File: src/rtl/ctl_seq_pkg.sv
package ctl_seq_pkg;
  localparam int STATE_W    = 4;
  localparam int NUM_STATES = 11;
  localparam int CASE_W     = 2;

  typedef enum logic [STATE_W-1:0] {
    ST_IDLE = 4'd0,
    ST_F1   = 4'd1,
    ST_F2   = 4'd2,
    ST_F3   = 4'd3,
    ST_E1   = 4'd4,
    ST_E2   = 4'd5,
    ST_E3   = 4'd6,
    ST_I1   = 4'd7,
    ST_I2   = 4'd8,
    ST_I3   = 4'd9,
    ST_I4   = 4'd10
  } seq_state_e;

  localparam logic [CASE_W-1:0] CASE_ONE_STEP = 2'b01;
  localparam logic [CASE_W-1:0] CASE_TWO_STEP = 2'b10;
endpackage

File: src/rtl/ctl_seq_next.sv
module ctl_seq_next
  import ctl_seq_pkg::*;
(
  input  logic              clk,
  input  logic              rst,
  input  seq_state_e        state_q,
  input  logic              long_q,
  input  logic              run_req,
  input  logic [CASE_W-1:0] addr_case,
  output seq_state_e        state_d,
  output logic              long_d
);
  logic case_ind;

  assign case_ind = (addr_case == CASE_ONE_STEP) || (addr_case == CASE_TWO_STEP);

  always_comb begin
    long_d = long_q;
    if (state_q == ST_F3) long_d = (addr_case == CASE_TWO_STEP);
  end

  always_comb begin
    unique case (state_q)
      ST_IDLE: state_d = run_req ? ST_F1 : ST_IDLE;
      ST_F1:   state_d = ST_F2;
      ST_F2:   state_d = ST_F3;
      ST_F3:   state_d = case_ind ? ST_I1 : ST_E1;
      ST_I1:   state_d = ST_I2;
      ST_I2:   state_d = long_q ? ST_I3 : ST_E1;
      ST_I3:   state_d = ST_I4;
      ST_I4:   state_d = ST_E1;
      ST_E1:   state_d = ST_E2;
      ST_E2:   state_d = ST_E3;
      ST_E3:   state_d = run_req ? ST_F1 : ST_IDLE;
      default: state_d = ST_IDLE;
    endcase
  end

  // idle holds without a run request
  assert_idle_hold_R10: assert property (@(posedge clk) disable iff (rst)
    (state_q == ST_IDLE && !run_req) |=> (state_q == ST_IDLE));

  // cases 00 and 11 go straight to exec-1
  assert_direct_exec_R7: assert property (@(posedge clk) disable iff (rst)
    (state_q == ST_F3 && addr_case[1] == addr_case[0]) |=> (state_q == ST_E1));

  // execute steps advance unconditionally
  assert_exec_chain_R8: assert property (@(posedge clk) disable iff (rst)
    (state_q == ST_E1) |=> (state_q == ST_E2));

  // the end of an instruction without a run request returns to idle
  assert_stop_R9: assert property (@(posedge clk) disable iff (rst)
    (state_q == ST_E3 && !run_req) |=> (state_q == ST_IDLE));

  // a two-step case sampled in fetch-3 leads to ind-3 after ind-2
  assert_long_path_R11: assert property (@(posedge clk) disable iff (rst)
    (state_q == ST_F3 && addr_case == CASE_TWO_STEP) |=> ##1 ##1 (state_q == ST_I3));
endmodule

File: src/rtl/ctl_seq_reg.sv
module ctl_seq_reg
  import ctl_seq_pkg::*;
(
  input  logic       clk,
  input  logic       rst,
  input  seq_state_e state_d,
  input  logic       long_d,
  output seq_state_e state_q,
  output logic       long_q
);
  always_ff @(posedge clk) begin
    if (rst) begin
      state_q <= ST_IDLE;
      long_q  <= 1'b0;
    end else begin
      state_q <= state_d;
      long_q  <= long_d;
    end
  end
endmodule

File: src/rtl/ctl_seq_decode.sv
module ctl_seq_decode #(
  parameter int STATE_W   = 4,
  parameter int NUM_LINES = 11
) (
  input  logic                 clk,
  input  logic                 rst,
  input  logic [STATE_W-1:0]   code,
  output logic [NUM_LINES-1:0] lines
);
  for (genvar g = 0; g < NUM_LINES; g++) begin : g_line
    assign lines[g] = (code == STATE_W'(g));
  end

  // exactly one line is high in each period
  assert_onehot_R2: assert property (@(posedge clk) disable iff (rst)
    $countones(lines) == 1);
endmodule

File: src/rtl/ctl_sequencer.sv
module ctl_sequencer
  import ctl_seq_pkg::*;
(
  input  logic                  clk,
  input  logic                  rst,
  input  logic                  run_req,
  input  logic [CASE_W-1:0]     addr_case,
  output logic [NUM_STATES-1:0] state_line
);
  seq_state_e state_q;
  seq_state_e state_d;
  logic       long_q;
  logic       long_d;

  ctl_seq_next i_next (
    .clk       (clk),
    .rst       (rst),
    .state_q   (state_q),
    .long_q    (long_q),
    .run_req   (run_req),
    .addr_case (addr_case),
    .state_d   (state_d),
    .long_d    (long_d)
  );

  ctl_seq_reg i_reg (
    .clk     (clk),
    .rst     (rst),
    .state_d (state_d),
    .long_d  (long_d),
    .state_q (state_q),
    .long_q  (long_q)
  );

  ctl_seq_decode #(
    .STATE_W   (STATE_W),
    .NUM_LINES (NUM_STATES)
  ) i_decode (
    .clk   (clk),
    .rst   (rst),
    .code  (state_q),
    .lines (state_line)
  );
endmodule

File: config.mk
export PLATFORM = sky130hd
export DESIGN_NAME = ctl_sequencer
export DESIGN_NICKNAME = d
export VERILOG_FILES = /design/src/rtl/ctl_seq_pkg.sv /design/src/rtl/ctl_seq_next.sv /design/src/rtl/ctl_seq_reg.sv /design/src/rtl/ctl_seq_decode.sv /design/src/rtl/ctl_sequencer.sv
export SDC_FILE = /design/constraint.sdc
export NUM_CORES = 1
export LEC_CHECK = 0
export BUFFER_PORTS_ARGS = -buffer_cell sky130_fd_sc_hd__buf_2
export CAP_MARGIN = 20
export CORE_AREA = 4 4 41 43
export CTS_CLUSTER_DIAMETER = 100
export DETAILED_ROUTE_END_ITERATION = 8
export DIE_AREA = 0 0 45 47
export GPL_ROUTABILITY_DRIVEN = 0
export GPL_TIMING_DRIVEN = 0
export PLACE_DENSITY_LB_ADDON = 0.25
export SKIP_LAST_GASP = 1
export SYNTH_ARGS = -nofsm -noshare
export SYNTH_HDL_FRONTEND = slang
export SYNTH_SLANG_ARGS = --single-unit
File: constraint.sdc
create_clock -name clk -period 2.1 [get_ports clk]
set_input_delay 0.525 -clock clk [delete_from_list [all_inputs] [get_ports clk]]
set_output_delay 0.525 -clock clk [all_outputs]
set_load 0.01 [all_outputs]
==> results.sh, run 1 <==
export IMPL_postCtsHoldBufs=0
export IMPL_wl_per_cell_um=9.98
export IMPL_die_h_um=47
export IMPL_timing_final_crit_share_pct=93.0
export IMPL_crit_buf_inv=3
export IMPL_synth_top_flop_cell="dfxtp_1"
export IMPL_grt_max_degree=11
export IMPL_cts_buffer_depth=2
export IMPL_viasPerCell=4.66
export IMPL_ir_drop_uv=239
export IMPL_drive_above_1_share_pct=33.8
export IMPL_skew_ns=0.000380
export IMPL_run_status="finished clean"
export IMPL_fin_area_um2=508
export IMPL_pin_count=16
export IMPL_first_global_vias=334
export IMPL_endpoint_kind="output pin"
export IMPL_multiInputGateArea_um2=251
export IMPL_cp_max_fo=10
export IMPL_die_w_um=45
export IMPL_start_util_pct=29.8
export IMPL_synth_commonest_cells="11 x nor2_1, 5 x dfxtp_1, 5 x nand2b_1"
export IMPL_synth_top_area_cell="dfxtp_1"
export IMPL_die_area_um2=2120
export IMPL_cp_top_family="simple AND/OR/NAND/NOR gates"
export IMPL_dpl_cell_count=82
export IMPL_clkSlewWorstSetupHoldPaths_ns=0.04
export IMPL_postLayoutSetupSlackWorst_ns=0.146
export IMPL_arrival_ns=1.43
export IMPL_cts_root_buf="clkbuf_4"
export IMPL_row_count=13
export IMPL_cts_setup_buffers=0
export IMPL_synth_most_common_cell="nor2_1"
export IMPL_wl_um=858
export IMPL_finalSetupViolations=0
export IMPL_io_buffers=15
export IMPL_hpwl_um=686
export IMPL_post_dp_cell_area_um2=482
export IMPL_setup_tns_ns=0
export IMPL_final_hold_viol_count=0
export IMPL_drt_iter0_drc=7
export IMPL_async_reset_ff_share_pct=0
export IMPL_final_nets=78
export IMPL_route_detailed_drc=0
export IMPL_yosys_top_cells_area="dfxtp_1 26%, nor2_1 11%, nand2b_1 8.1%"
export IMPL_firstDrtPassIters=4
export IMPL_final_antenna_net_count=0
export IMPL_ys_types=22
export IMPL_synth_edf_count=0
export IMPL_diodes=0
export IMPL_min_period_ns=1.95
export IMPL_reg2reg_slack_ns=0.85
export IMPL_vias=401
export IMPL_hold_path_class="input port to register"
export IMPL_cap_violations=0
export IMPL_syn_nets=58
export IMPL_grt_setup_unrepaired="no"
export IMPL_maxSlewViolCount=0
export IMPL_fill_cells=145
export IMPL_syn_area_um2=388
export IMPL_cts_repair_resized=0
export IMPL_cts_tree="yes"
export IMPL_p_leak_nw=0.247
export IMPL_relSlewSlack_pct=83.5
export IMPL_htree_num_levels=1
export IMPL_ys_seq_area_share_pct=25.8
export IMPL_regArea_um2=100
export IMPL_postSynthAreaPerCell_um2=7.46
export IMPL_syn_to_final_growth_pct=31.0
export IMPL_worst_path_max_delay_cell="dfxtp_1"
export IMPL_grtUsageTotal_pct=9.56
export IMPL_max_freq_mhz=512
export IMPL_synth_top_area_share_pct=25.8
export IMPL_p_per_area_nw_per_um2=590
export IMPL_synth_seq_cells=5
export IMPL_clock_sinks=5
export IMPL_yosysWarnings=0
export IMPL_fin_cells=86
export IMPL_syn_inst=52
export IMPL_max_stage_delay_ns=0.38
export IMPL_gr_total_overflow=0
export IMPL_grt_pass1_wl_um=1460
export IMPL_antenna_found_initial=0
export IMPL_cts_buffers=3
export IMPL_core_um2=1300
export IMPL_worst_setup_path_type="register to output pin"
export IMPL_required_ns=1.57
export IMPL_crit_chain="buf_4, nand2_1, or3_1, inv_1, buf_2"
export IMPL_clock_latency_ns=0.24
export IMPL_tightest_slew_ns=0.244
export IMPL_place_worst_setup_slack_ns=0.402
export IMPL_start_kind="register"
[final timing paths]
path | end | cells past startpoint | start
setup / recovery | state_line[2] | 5 | i_reg.state_q[1]$_SDFF_PP0_
hold / removal | i_reg.state_q[0]$_SDFF_PP0_ | 2 | rst
setup reg to reg | i_reg.long_q$_SDFFE_PP0P_ | 5 | i_reg.state_q[1]$_SDFF_PP0_
hold reg to reg | i_reg.long_q$_SDFFE_PP0P_ | 2 | i_reg.long_q$_SDFFE_PP0P_
[flip-flops by register name, indices dropped and copies added, names as in the netlist]
name	flops
i_reg.long_q	1
i_reg.state_q	4
[cell type report]
type	instances	share of cell area [%]
multi-input cells	40	49.5
flip-flops and latches	5	19.7
repair buffers	15	14.8
clock buffers	4	5.17
plain buffers	4	4.93
well taps	15	3.69
inverters	3	2.22
[cells in the final DEF (no fill, tap or decap), drive strengths merged]
master  count
nor4bb      1
dfxtp       5
o22a        1
nand2       2
mux2i       2
clkbuf      4
xor2        1
and3b       1
o21ai       1
buf        19
ha          1
a21oi       4
a211oi      1
nor3        5
inv         3
a31oi       1
nor4        1
nand2b      5
nor2       11
or3         1
o32a        1
[where the power goes]
| group | switching [mW] | internal, mW |
|---|---|---|
| Combinational | 0.0471 | 0.0377 |
| Sequential | 0.00483 | 0.101 |
| Clock | 0.0368 | 0.0717 |
[per-stage QoR]
stage	total power [mW]	util, %	hold WS [ns]
finish	0.300	39.0	0.516
global route	0.321	39.0	0.527
CTS	0.306	39.0	0.507
detailed placement	0.193	37.0	0.531
global placement	0.193	37.0	0.523
floorplan	0.168	-	0.475
[cell families after synthesis]
family          count (synthesis)  share of synthesized area (%)
flops                           5                           25.8
mux                             2                           5.16
xor+xnor                        1                           2.26
fa+ha+maj                       1                           3.23
simple gates                   27                           38.1
buf+inv                         7                           9.35
compound gates                  9                           16.1
[metal layers]
| metal | vias to the layer above | GRT usage [%] | share of wire [%] |
|---|---|---|---|
| met4 | 0 | 7.02 | 1.7 |
| met3 | 2 | 1.15 | 7.5 |
| met1 | 165 | 13.6 | 47 |
| li1 | 219 | - | - |
| met2 | 15 | 13.0 | 44 |
| met5 | - | 0 | 0 |
(Power assumes the default switching activity.)
==> run 2, diff against run 1 <==
--- a/config.mk
+++ b/config.mk
@@ -7,10 +7,10 @@
 export LEC_CHECK = 0
 export BUFFER_PORTS_ARGS = -buffer_cell sky130_fd_sc_hd__buf_2
 export CAP_MARGIN = 20
-export CORE_AREA = 4 4 41 43
+export CORE_AREA = 5 5 42 44
 export CTS_CLUSTER_DIAMETER = 100
 export DETAILED_ROUTE_END_ITERATION = 8
-export DIE_AREA = 0 0 45 47
+export DIE_AREA = 0 0 47 49
 export GPL_ROUTABILITY_DRIVEN = 0
 export GPL_TIMING_DRIVEN = 0
 export PLACE_DENSITY_LB_ADDON = 0.25
==> constraint.sdc (replaced) <==
create_clock -name clk -period 2.5 [get_ports clk]
set_input_delay 0.625 -clock clk [delete_from_list [all_inputs] [get_ports clk]]
set_output_delay 0.625 -clock clk [all_outputs]
set_load 0.01 [all_outputs]
==> run 2 against run 1 <==
Compared with the run above: first-iteration DRC count is 71% higher; clock power decreased by 18%; flip-flop and latch count did not move.
==> results.sh, run 2 (synthesis gave the netlist of run 1 again) <==
export IMPL_grtUsageTotal_pct=8.96
export IMPL_regArea_um2=100
export IMPL_route_detailed_drc=0
export IMPL_endpoint_kind="output pin"
export IMPL_die_w_um=47
export IMPL_hold_path_class="register to register"
export IMPL_p_per_area_nw_per_um2=493
export IMPL_drive_above_1_share_pct=33.8
export IMPL_hpwl_um=703
export IMPL_reg_top3="i_reg.state_q (4), i_reg.long_q (1)"
export IMPL_cts_repair_resized=0
export IMPL_ir_drop_uv=212
export IMPL_swShare_pct=29.4
export IMPL_row_count=14
export IMPL_layout_common_cells="17 x buf_2, 11 x nor2_1, 5 x nand2b_1, 5 x dfxtp_1"
export IMPL_cts_setup_buffers=0
export IMPL_multiInputGateArea_um2=251
export IMPL_p_seq_share_pct=35.7
export IMPL_layout_commonest_cell="buf_2"
export IMPL_final_nets=78
export IMPL_comb_power_share_pct=28.8
export IMPL_firstDrtPassIters=4
export IMPL_wl_per_cell_um=10.5
export IMPL_first_global_vias=359
export IMPL_cts_tree="yes"
export IMPL_start_util_pct=27.7
export IMPL_fill_cells=163
export IMPL_max_freq_mhz=485
export IMPL_core_um2=1400
export IMPL_cts_buffers=3
export IMPL_gr_total_overflow=0
export IMPL_diodes=0
export IMPL_syn_to_final_growth_pct=31.3
export IMPL_clkSlewWorstSetupHoldPaths_ns=0.04
export IMPL_setup_tns_ns=0
export IMPL_postCtsHoldBufs=0
export IMPL_grt_setup_unrepaired="no"
export IMPL_p_leak_nw=0.247
export IMPL_drt_iter0_drc=12
export IMPL_die_area_um2=2300
export IMPL_relSlewSlack_pct=85.2
export IMPL_pin_count=16
export IMPL_start_kind="register"
export IMPL_cts_buffer_depth=2
export IMPL_required_ns=1.88
export IMPL_final_hold_viol_count=0
export IMPL_skew_ns=0.000759
export IMPL_hp_start="i_reg.long_q$_SDFFE_PP0P_"
export IMPL_crit_start="i_reg.state_q[1]$_SDFF_PP0_"
export IMPL_largest_reg_flops=4
export IMPL_wl_um=913
export IMPL_htree_num_levels=1
export IMPL_finalSetupViolations=0
export IMPL_run_status="finished clean"
export IMPL_antenna_found_initial=0
export IMPL_postLayoutSetupSlackWorst_ns=0.437
export IMPL_maxSlewViolCount=0
export IMPL_worst_setup_path_type="register to output pin"
export IMPL_regMostFlops="i_reg.state_q"
export IMPL_arrival_ns=1.44
export IMPL_p_clk_share_pct=35.5
export IMPL_r2r_start="i_reg.state_q[1]$_SDFF_PP0_"
export IMPL_grt_pass1_wl_um=1550
export IMPL_final_antenna_net_count=0
export IMPL_vias=403
export IMPL_timing_final_crit_share_pct=82.5
export IMPL_cts_root_buf="clkbuf_4"
export IMPL_io_buffers=15
export IMPL_p_int_mw=0.177
export IMPL_min_period_ns=2.06
export IMPL_tightest_slew_ns=0.221
export IMPL_cp_max_fo=10
export IMPL_cap_violations=0
export IMPL_p_sw_mw=0.0738
export IMPL_clock_sinks=5
export IMPL_grt_max_degree=11
export IMPL_viasPerCell=4.63
export IMPL_die_h_um=49
export IMPL_place_worst_setup_slack_ns=0.675
export IMPL_clock_latency_ns=0.23
==> run 2: cell counts in the layout (fill, tap and decap cells not counted) <==
No cell type changed its count.
==> run 2: layout make-up <==
cell class              instances  area share [%]
well taps                      16            3.93
multi-input cells              40            49.4
flip-flops and latches          5            19.7
plain buffers                   4            4.91
repair buffers                 15            14.7
clock buffers                   4            5.16
inverters                       3            2.21
==> run 2: power by group through the flow <==
stage | clock, mW | combinational, mW | sequential (mW)
after global placement | 0 | 0.0728 | 0.0906
after CTS | 0.0936 | 0.0725 | 0.0894
final | 0.0891 | 0.0723 | 0.0895
after global routing | 0.104 | 0.0821 | 0.0899
after floorplan | 0 | 0.0518 | 0.0897
after detailed placement | 0 | 0.0723 | 0.0907
==> run 2: worst max-delay path, cell delays in order, from the launching register on <==
cell,delay [ns]
dfxtp_1,0.39
buf_4,0.20
nand2_1,0.09
or3_1,0.34
inv_1,0.06
buf_2,0.12
==> run 2: per-stage QoR <==
step	area [um^2]	hold slack (ns)	utilization, %	cells	power (mW)
2_1_floorplan	388	0.475	-	52	0.141
3_3_place_gp	483	0.532	34.5	83	0.163
4_1_cts	509	0.537	36.3	87	0.256
3_5_place_dp	483	0.529	34.5	83	0.163
6_report	509	0.534	36.3	87	0.251
5_1_grt	509	0.576	36.3	87	0.276
==> run 2: final timing paths <==
check / cells after the start / endpoint / slack, ns
min reg2reg: 2 / i_reg.long_q$_SDFFE_PP0P_ / 0.53
max: 5 / state_line[2] / 0.44
min: 2 / i_reg.long_q$_SDFFE_PP0P_ / 0.53
max reg2reg: 4 / i_reg.state_q[1]$_SDFF_PP0_ / 1.25
==> run 2: routing by layer <==
metal  share of wire (%)  track usage, %  up-vias
met1                  48            12.4      176
met2                  48            12.4        8
met5                   0               0        -
met3                 4.8            2.58        0
li1                    -               -      219
met4                   0            4.15        0
==> run 3, diff against run 2 <==
--- a/config.mk
+++ b/config.mk
@@ -5,6 +5,7 @@
 export SDC_FILE = /design/constraint.sdc
 export NUM_CORES = 1
 export LEC_CHECK = 0
+export ABC_AREA = 1
 export BUFFER_PORTS_ARGS = -buffer_cell sky130_fd_sc_hd__buf_2
 export CAP_MARGIN = 20
 export CORE_AREA = 5 5 42 44
==> constraint.sdc (replaced) <==
create_clock -name clk -period 2.05 [get_ports clk]
set_input_delay 0.5125 -clock clk [delete_from_list [all_inputs] [get_ports clk]]
set_output_delay 0.5125 -clock clk [all_outputs]
set_load 0.01 [all_outputs]
==> run 3 against run 2 <==
Compared with the run above: non-clock buffer count is 4 lower; critical path depth decreased by 1; count of clock-buffer cells in the layout is the same; synthesized cell count up 15%; critical endpoint is now state_line[8]; largest cell class unchanged; largest power group unchanged.
==> results.sh, run 3 <==
export IMPL_run_status="finished clean"
export IMPL_vias=387
export IMPL_grt_setup_unrepaired="no"
export IMPL_die_w_um=47
export IMPL_grtUsageTotal_pct=8.52
export IMPL_gr_total_overflow=0
export IMPL_tightest_slew_ns=0.211
export IMPL_worst_path_max_delay_cell="dfxtp_1"
export IMPL_maxSlewViolCount=0
export IMPL_syn_to_final_growth_pct=34.9
export IMPL_synth_compound_area_share_pct=6.47
export IMPL_timing_final_crit_share_pct=81.1
export IMPL_synth_top_area_cell="dfxtp_1"
export IMPL_cts_tree="yes"
export IMPL_postCtsHoldBufs=0
export IMPL_p_per_area_nw_per_um2=746
export IMPL_wl_met2_um=433
export IMPL_p_clk_share_pct=33.1
export IMPL_finalSetupViolations=0
export IMPL_skew_ns=0.00267
export IMPL_cts_setup_buffers=0
export IMPL_pin_count=16
export IMPL_comb_power_share_pct=32.8
export IMPL_met1_length_um=286
export IMPL_layout_commonest_cell="buf_2"
export IMPL_clock_latency_ns=0.25
export IMPL_synth_top_flop_cell="dfxtp_1"
export IMPL_p_leak_nw=0.304
export IMPL_top_layer_used="met4"
export IMPL_crit_buf_inv=2
export IMPL_p_seq_share_pct=34.1
export IMPL_cts_buffers=3
export IMPL_p_sw_mw=0.125
export IMPL_die_area_um2=2300
export IMPL_viasPerCell=4.07
export IMPL_synthXorXnorAreaFrac_pct=0
export IMPL_start_util_pct=24.8
export IMPL_diodes=0
export IMPL_p_int_mw=0.225
export IMPL_max_stage_delay_ns=0.32
export IMPL_synth_top_family_by_area="simple AND/OR/NAND/NOR gates"
export IMPL_firstDrtPassIters=2
export IMPL_final_hold_viol_count=0
export IMPL_setup_tns_ns=0
export IMPL_ys_types=14
export IMPL_drive_above_1_share_pct=32.9
export IMPL_min_period_ns=1.66
export IMPL_row_count=14
export IMPL_synth_edf_count=0
export IMPL_hold_path_class="input port to register"
export IMPL_syn_inst=60
export IMPL_synth_fa_ha_area_share_pct=3.60
export IMPL_relSlewSlack_pct=85.9
export IMPL_cap_violations=0
export IMPL_final_antenna_net_count=0
export IMPL_synth_top_area_share_pct=28.8
export IMPL_io_buffers=15
export IMPL_first_global_vias=355
export IMPL_antenna_found_initial=0
export IMPL_postSynthAreaPerCell_um2=5.80
export IMPL_cts_buffer_depth=2
export IMPL_layout_common_cells="15 x buf_2, 13 x inv_1, 13 x nor2_1, 12 x nand2_1, 5 x dfxtp_1"
export IMPL_grt_pass1_wl_um=1320
export IMPL_ir_drop_uv=250
export IMPL_synth_commonest_cells="13 x inv_1, 13 x nor2_1, 12 x nand2_1"
export IMPL_reg_top3="i_reg.state_q (4), i_reg.long_q (1)"
export IMPL_regMostFlops="i_reg.state_q"
export IMPL_synth_simple_area_share_pct=45.0
export IMPL_grt_max_degree=7
export IMPL_yosys_top_cells_area="dfxtp_1 29%, inv_1 14%, nor2_1 14%"
export IMPL_worst_setup_path_type="register to output pin"
export IMPL_drt_iter0_drc=4
export IMPL_hpwl_um=695
export IMPL_endpoint_kind="output pin"
export IMPL_cts_repair_resized=0
export IMPL_crit_chain="nor2_1, inv_1, nor2_4, buf_2"
export IMPL_wl_um=805
export IMPL_htree_num_levels=1
export IMPL_clock_sinks=5
export IMPL_yosysWarnings=0
export IMPL_route_detailed_drc=0
export IMPL_ys_seq_area_share_pct=28.8
export IMPL_holdWs_ns=0.471
export IMPL_largest_reg_flops=4
export IMPL_async_reset_ff_share_pct=0
export IMPL_syn_nets=66
export IMPL_syn_area_um2=348
export IMPL_wl_per_cell_um=8.47
export IMPL_core_um2=1400
export IMPL_synth_seq_cells=5
export IMPL_required_ns=1.54
export IMPL_cts_root_buf="clkbuf_4"
export IMPL_arrival_ns=1.15
export IMPL_met3_length_um=49
export IMPL_final_nets=86
export IMPL_cp_max_fo=4
export IMPL_cp_top_family="simple AND/OR/NAND/NOR gates"
export IMPL_max_freq_mhz=601
export IMPL_synthMuxAreaShare_pct=0
export IMPL_start_kind="register"
export IMPL_die_h_um=49
export IMPL_swShare_pct=35.7
export IMPL_clkSlewWorstSetupHoldPaths_ns=0.04
## run 3: changes by cell type in the layout (fill, tap and decap cells not counted), moves of 3 or more
cell	previous run	this run
nand2b_1	5	0
nand2_1	2	12
inv_1	3	13
nor2_2	0	3
## run 3: path summary, 6_finish.rpt
path                                                  start                          end  slack [ns]  cells past startpoint
worst max register to register  i_reg.state_q[2]$_SDFF_PP0_  i_reg.state_q[0]$_SDFF_PP0_        0.99                      7
worst min-delay path                                    rst  i_reg.state_q[1]$_SDFF_PP0_        0.47                      2
worst max-delay path            i_reg.state_q[0]$_SDFF_PP0_                state_line[8]        0.39                      4
worst min register to register    i_reg.long_q$_SDFFE_PP0P_  i_reg.state_q[3]$_SDFF_PP0_        0.51                      2
## run 3: kinds of logic (layout without fill, tap and decap cells)
| logic type | Yosys count | after routing |
|---|---|---|
| AOI/OAI and AO/OA | 4 | 4 |
| adders and majority gates | 1 | 1 |
| buffers and inverters | 15 | 34 |
| DFF | 5 | 5 |
| and+or+nand+nor | 35 | 35 |
## run 3: worst register-to-register path: cells and delay by family (launching register included)
| kind | cells | cell delay [ns] |
|---|---|---|
| buffers and inverters | 1 | 0.03 |
| AND/OR/NAND/NOR | 6 | 0.51 |
| flip-flops | 1 | 0.42 |
## run 3: stage by stage
| step | worst slack (ns) | area [um^2] | util [%] | power (mW) | cells |
|---|---|---|---|---|---|
| 2_1_floorplan | 0.803 | 348 | - | 0.202 | 60 |
| 3_3_place_gp | 0.642 | 443 | 31.6 | 0.238 | 91 |
| 3_5_place_dp | 0.634 | 443 | 31.6 | 0.238 | 91 |
| 4_1_cts | 0.365 | 469 | 33.5 | 0.358 | 95 |
| 5_1_grt | 0.286 | 469 | 33.5 | 0.382 | 95 |
| 6_report | 0.387 | 469 | 33.5 | 0.350 | 95 |
## run 3: area by class of cell
class                           count  area, um^2
Inverter                           15        56.3
Timing Repair Buffer               15        75.1
Multi-Input combinational cell     40         191
Clock buffer                        4        26.3
Fill cell                         177         932
Tap cell                           16        20.0
Sequential cell                     5         100
## run 3: power groups by stage
stage	clock network, mW	registers [mW]	logic (mW)
final	0.116	0.119	0.115
after global routing	0.127	0.121	0.134
after CTS	0.120	0.119	0.118
after detailed placement	0	0.121	0.117
after global placement	0	0.121	0.117
after floorplan	0	0.119	0.0825
## run 3: layer usage
layer / track usage, % / vias to the layer above
met1: 7.25 / 160
li1: - / 213
met2: 13.6 / 9
met4: 8.29 / 0
met3: 3.69 / 5
met5: 0 / -
